**src/rtl/serdiv_pkg.sv**
```systemverilog
package serdiv_pkg;

    localparam int WORD_W      = 19;
    localparam int RATIO_W     = 14;
    localparam int N_W         = 11;
    localparam int A_W         = 7;
    localparam int SYNC_STAGES = 2;
    localparam int RATIO_MIN   = 3;
    localparam int N_MIN       = 3;

    localparam int RATIO_LSB = 1;
    localparam int SW_POS    = RATIO_LSB + RATIO_W;
    localparam int FC_POS    = SW_POS + 1;
    localparam int LDS_POS   = FC_POS + 1;
    localparam int CS_POS    = LDS_POS + 1;
    localparam int A_LSB     = 1;
    localparam int N_LSB     = A_LSB + A_W;

    typedef logic [WORD_W-1:0] word_t;

    typedef struct packed {
        logic               cs;
        logic               lds;
        logic               fc;
        logic               sw;
        logic [RATIO_W-1:0] ratio;
    } ref_cfg_t;

    typedef struct packed {
        logic [N_W-1:0] n;
        logic [A_W-1:0] a;
    } prog_cfg_t;

    localparam ref_cfg_t REF_RST = '{cs: 1'b0, lds: 1'b0, fc: 1'b0, sw: 1'b0,
                                     ratio: RATIO_W'(RATIO_MIN)};
    localparam prog_cfg_t PROG_RST = '{n: N_W'(N_MIN), a: '0};

    function automatic ref_cfg_t word_to_ref(input word_t w);
        ref_cfg_t r;
        r.ratio = w[RATIO_LSB +: RATIO_W];
        r.sw    = w[SW_POS];
        r.fc    = w[FC_POS];
        r.lds   = w[LDS_POS];
        r.cs    = w[CS_POS];
        return r;
    endfunction

    function automatic prog_cfg_t word_to_prog(input word_t w);
        prog_cfg_t p;
        p.a = w[A_LSB +: A_W];
        p.n = w[N_LSB +: N_W];
        return p;
    endfunction

endpackage

```
**src/rtl/serdiv_sync.sv**
```systemverilog
module serdiv_sync #(
    parameter int WIDTH  = 3,
    parameter int STAGES = 2
) (
    input  logic             clk,
    input  logic             rst,
    input  logic [WIDTH-1:0] din,
    output logic [WIDTH-1:0] dout
);
    logic [WIDTH-1:0] stage_q [STAGES];

    for (genvar s = 0; s < STAGES; s++) begin : g_stage
        if (s == 0) begin : g_first
            always_ff @(posedge clk) begin
                if (rst) stage_q[s] <= '0;
                else     stage_q[s] <= din;
            end
        end else begin : g_next
            always_ff @(posedge clk) begin
                if (rst) stage_q[s] <= '0;
                else     stage_q[s] <= stage_q[s-1];
            end
        end
    end

    assign dout = stage_q[STAGES-1];
endmodule

```
**src/rtl/serdiv_edge.sv**
```systemverilog
module serdiv_edge #(
    parameter int WIDTH = 2
) (
    input  logic             clk,
    input  logic             rst,
    input  logic [WIDTH-1:0] level,
    output logic [WIDTH-1:0] rise
);
    logic [WIDTH-1:0] prev_q;

    always_ff @(posedge clk) begin
        if (rst) prev_q <= '0;
        else     prev_q <= level;
    end

    assign rise = level & ~prev_q;
endmodule

```
**src/rtl/serdiv_shreg.sv**
```systemverilog
module serdiv_shreg
    import serdiv_pkg::*;
(
    input  logic  clk,
    input  logic  rst,
    input  logic  shift_en,
    input  logic  bit_in,
    output word_t word
);
    word_t sr_q;

    always_ff @(posedge clk) begin
        if (rst)           sr_q <= '0;
        else if (shift_en) sr_q <= {sr_q[WORD_W-2:0], bit_in};
    end

    assign word = sr_q;
endmodule

```
**src/rtl/serdiv_hold.sv**
```systemverilog
module serdiv_hold
    import serdiv_pkg::*;
(
    input  logic      clk,
    input  logic      rst,
    input  logic      load,
    input  word_t     word,
    output ref_cfg_t  ref_cfg,
    output prog_cfg_t prog_cfg
);
    ref_cfg_t  ref_q;
    prog_cfg_t prog_q;
    logic      to_ref;

    assign to_ref = word[0];

    always_ff @(posedge clk) begin
        if (rst)                  ref_q <= REF_RST;
        else if (load && to_ref)  ref_q <= word_to_ref(word);
    end

    always_ff @(posedge clk) begin
        if (rst)                  prog_q <= PROG_RST;
        else if (load && !to_ref) prog_q <= word_to_prog(word);
    end

    assign ref_cfg  = ref_q;
    assign prog_cfg = prog_q;
endmodule

```
**src/rtl/serdiv_prog_port.sv**
```systemverilog
module serdiv_prog_port
    import serdiv_pkg::*;
(
    input  logic               clk,
    input  logic               rst,
    input  logic               ser_data,
    input  logic               ser_clk,
    input  logic               ser_le,
    output logic [RATIO_W-1:0] ref_ratio,
    output logic               ref_sw,
    output logic               ref_fc,
    output logic               ref_lds,
    output logic               ref_cs,
    output logic [N_W-1:0]     prog_n,
    output logic [A_W-1:0]     prog_a
);
    logic [2:0] lines_s;
    logic [1:0] rise;
    logic       data_s;
    logic       sclk_rise;
    logic       le_rise;
    word_t      word;
    ref_cfg_t   ref_cfg;
    prog_cfg_t  prog_cfg;

    serdiv_sync #(.WIDTH(3), .STAGES(SYNC_STAGES)) u_sync (
        .clk  (clk),
        .rst  (rst),
        .din  ({ser_le, ser_clk, ser_data}),
        .dout (lines_s)
    );

    assign data_s = lines_s[0];

    serdiv_edge #(.WIDTH(2)) u_edge (
        .clk   (clk),
        .rst   (rst),
        .level (lines_s[2:1]),
        .rise  (rise)
    );

    assign sclk_rise = rise[0];
    assign le_rise   = rise[1];

    serdiv_shreg u_shreg (
        .clk      (clk),
        .rst      (rst),
        .shift_en (sclk_rise),
        .bit_in   (data_s),
        .word     (word)
    );

    serdiv_hold u_hold (
        .clk      (clk),
        .rst      (rst),
        .load     (le_rise),
        .word     (word),
        .ref_cfg  (ref_cfg),
        .prog_cfg (prog_cfg)
    );

    assign ref_ratio = ref_cfg.ratio;
    assign ref_sw    = ref_cfg.sw;
    assign ref_fc    = ref_cfg.fc;
    assign ref_lds   = ref_cfg.lds;
    assign ref_cs    = ref_cfg.cs;
    assign prog_n    = prog_cfg.n;
    assign prog_a    = prog_cfg.a;
endmodule

```
**config.mk**
```make
export PLATFORM = sky130hd
export DESIGN_NAME = serdiv_prog_port
export DESIGN_NICKNAME = d
export VERILOG_FILES = /design/src/rtl/serdiv_pkg.sv /design/src/rtl/serdiv_sync.sv /design/src/rtl/serdiv_edge.sv /design/src/rtl/serdiv_shreg.sv /design/src/rtl/serdiv_hold.sv /design/src/rtl/serdiv_prog_port.sv
export SDC_FILE = /design/constraint.sdc
export NUM_CORES = 1
export LEC_CHECK = 0
export CAP_MARGIN = 40
export CELL_PAD_IN_SITES_DETAIL_PLACEMENT = 1
export CELL_PAD_IN_SITES_GLOBAL_PLACEMENT = 1
export CORE_MARGIN = 5
export CORE_UTILIZATION = 37
export CTS_BUF_LIST = sky130_fd_sc_hd__clkbuf_8 sky130_fd_sc_hd__clkbuf_16
export DETAILED_ROUTE_END_ITERATION = 8
export PLACE_DENSITY_LB_ADDON = 0.1
export RECOVER_POWER = 100
export SLEW_MARGIN = 20
export SYNTH_ARGS = -nofsm -noshare
export SYNTH_HDL_FRONTEND = slang
export SYNTH_SLANG_ARGS = --single-unit
```
**constraint.sdc**
```tcl
create_clock -name clk -period 1.9 [get_ports clk]
set_clock_uncertainty 0.05 [all_clocks]
set_input_delay 0.38 -clock clk [delete_from_list [all_inputs] [get_ports clk]]
set_output_delay 0.38 -clock clk [all_outputs]
set_load 0.03 [all_outputs]
```
==> results.sh <==
export IMPL_status="completed"
export IMPL_post_cts_buffers=0
export IMPL_p_seq_share_pct=52.8
export IMPL_reg2reg_from="u_edge.prev_q[1]"
export IMPL_cp_start_kind="flop"
export IMPL_max_stage_delay_ps=750
export IMPL_num_rows=27
export IMPL_grt_pass1_wl_um=9290
export IMPL_drive_gt1_share_pct=7.74
export IMPL_period_share_pct=96.8
export IMPL_ys_types=16
export IMPL_die_x_um=86.3
export IMPL_crit_arrival_ps=1410
export IMPL_ys_seq_area_share_pct=58.6
export IMPL_numCtsBuffers=9
export IMPL_cp_end_kind="output port"
export IMPL_worstPathMaxFanout=2
export IMPL_io_buffer_count=40
export IMPL_synth_area_per_cell_um2=8.31
export IMPL_maxCapViolCount=0
export IMPL_ys_ff_latch=63
export IMPL_drv_slew=0
export IMPL_cts_tree="built"
export IMPL_final_cell_mix="nand2_1, dfxtp_1, a21oi_1, clkdlybuf4s50_1"
export IMPL_placed_area_um2=2640
export IMPL_gp_congestion=0.680
export IMPL_via_per_inst=4.86
export IMPL_slowest_stage="dlygate4sd3_1"
export IMPL_syn_area_um2=2150
export IMPL_hold_start="u_sync.stage_q[0][2]"
export IMPL_pin_count=41
export IMPL_powerDensity_nw_per_um2=900
export IMPL_finish_instance_area_um2=2810
export IMPL_slew_headroom_pct=41.3
export IMPL_final_common_cell="nand2_1"
export IMPL_cp_top_family="buffers and inverters"
export IMPL_fp_coreArea_um2=5570
export IMPL_r2r_setup_slack_ps=250
export IMPL_area_delta_synth_final_pct=30.5
export IMPL_min_to="u_sync.stage_q[1][2]"
export IMPL_ant_nets=0
export IMPL_grt_pass1_vias=1930
export IMPL_min_delay_path_class="reg2reg"
export IMPL_switchingPower_uw=549
export IMPL_rsz0062_at_grt="false"
export IMPL_grt_usage_pct=16.0
export IMPL_rr_endpoint="u_hold.ref_cfg[13]"
export IMPL_diodes=0
export IMPL_fin_crit_ps=1840
export IMPL_synth_cells=259
export IMPL_p_int_mw=1.98
export IMPL_path_buf_inv=1
export IMPL_worstSetupPathType="reg2out"
export IMPL_cts_resized=0
export IMPL_wl_um=5350
export IMPL_rr_worst_depth=4
export IMPL_drtIter0Drc=112
export IMPL_whs_path_depth=1
export IMPL_syn_nets=264
export IMPL_p_comb_share_pct=3.1
export IMPL_die_area_um2=7450
export IMPL_overflow=0
export IMPL_cts_path_max_buffers=2
export IMPL_drc=0
export IMPL_ir_worst_vdd_v=0.000417
export IMPL_dpl_hpwl_um=3600
export IMPL_wl_per_cell_um=14.0
export IMPL_swShare_pct=21.7
export IMPL_start_util_pct=38.6
export IMPL_vias=1855
export IMPL_fin_setup_tns_ps=0
export IMPL_hold_buffers=0
export IMPL_final_setup_viol_count=0
export IMPL_clock_sinks=63
export IMPL_ctsRootBufferMaster="clkbuf_8"
export IMPL_max_freq_mhz=544
export IMPL_clkLatencyLatePin_ps=340
export IMPL_nNetsFinal=310
export IMPL_htree_levels=3
export IMPL_hold_violations=0
export IMPL_cp_required_ps=1470
export IMPL_first_pass_iters=4
export IMPL_fp_dieH_um=86.3
export IMPL_tightest_slew_ps=880
export IMPL_p_clk_share_pct=44.1
export IMPL_grt_max_degree=20
export IMPL_total_leakage_power_nw=0.975
export IMPL_yosys_warnings=0
export IMPL_clk_pin_slew_worst_paths_ps=70
export IMPL_antenna_found_initial=0
export IMPL_worstPathCellList="dlygate4sd3_1"
[metrics by stage]
stage               setup slack (ps)  power [mW]  instances  util [%]  hold WS [ps]
floorplan                        616        1.42        259         -           364
detailed placement               442        1.45        366      47.4           381
global route                    28.0        2.64        382      50.4           412
CTS                             54.8        2.57        382      50.8           299
finish                          61.7        2.53        382      50.4           391
global placement                 445        1.45        366      47.4           369
[power by group through the flow]
stage	sequential, mW	combinational, mW	clock [mW]
finish	1.34	0.0793	1.11
CTS	1.34	0.0859	1.15
global route	1.34	0.0876	1.21
detailed placement	1.36	0.0857	0
global placement	1.36	0.0844	0
floorplan	1.37	0.0476	0
[worst reg2reg max path, delay by kind of cell, from the launching register on]
kind,cells,cell delay [ps]
simple gates,2,400
flops,1,380
buf+inv,1,590
compound gates,1,170
[routing by layer]
| layer | share of wire (%) | global-route usage (%) | up-vias |
|---|---|---|---|
| li1 | - | - | 925 |
| met1 | 45 | 18.5 | 879 |
| met2 | 48 | 27.4 | 37 |
| met3 | 4.6 | 3.71 | 14 |
| met4 | 2.5 | 8.50 | 0 |
| met5 | 0 | 0 | - |
[sequential cells by signal, summed over array words and instances, names as in the netlist]
register,count
u_edge.prev_q,2
u_sync.stage_q,6
u_hold.prog_cfg,18
u_hold.ref_cfg,18
u_shreg.word,19
[worst max-delay path by stage]
| stage | start | endpoint | slack [ps] | depth (start not counted) |
|---|---|---|---|---|
| global placement | u_hold.prog_cfg[6] | prog_a[6] | 440 | 1 |
| finish | u_hold.prog_cfg[5] | prog_a[5] | 60 | 1 |
| CTS | u_hold.prog_cfg[6] | prog_a[6] | 50 | 1 |
| global route | u_hold.prog_cfg[5] | prog_a[5] | 30 | 1 |
| detailed placement | u_hold.prog_cfg[6] | prog_a[6] | 440 | 1 |
| floorplan | u_shreg.word[0] | u_hold.prog_cfg[7] | 620 | 5 |
[cells in the mapped netlist, drive strengths merged]
cell type / count / area share, %
and3b: 1 / 0.41
clkbuf: 5 / 0.87
nor2: 4 / 0.70
or3b: 1 / 0.41
nand2: 102 / 18
nor3b: 1 / 0.58
nor3: 8 / 2.3
a21oi: 51 / 12
buf: 12 / 3.3
dfxtp: 63 / 59
nand3b: 1 / 0.35
nand2b: 1 / 0.29
nor2b: 9 / 2.6
[cell families after synthesis]
family / after synthesis / synth area share, %
compound gates: 51 / 11.9
buf+inv: 17 / 4.13
flops: 63 / 58.6
simple gates: 128 / 25.5
[cell type report]
| cell class | instances | area [um2] |
|---|---|---|
| clock buffers | 10 | 138 |
| clock inverters | 6 | 52.6 |
| fillers | 684 | 2760 |
| multi-input cells | 179 | 803 |
| flip-flops and latches | 63 | 1260 |
| well taps | 72 | 90.1 |
| repair buffers | 52 | 465 |
No activity file was read; power rests on OpenSTA's default activity.
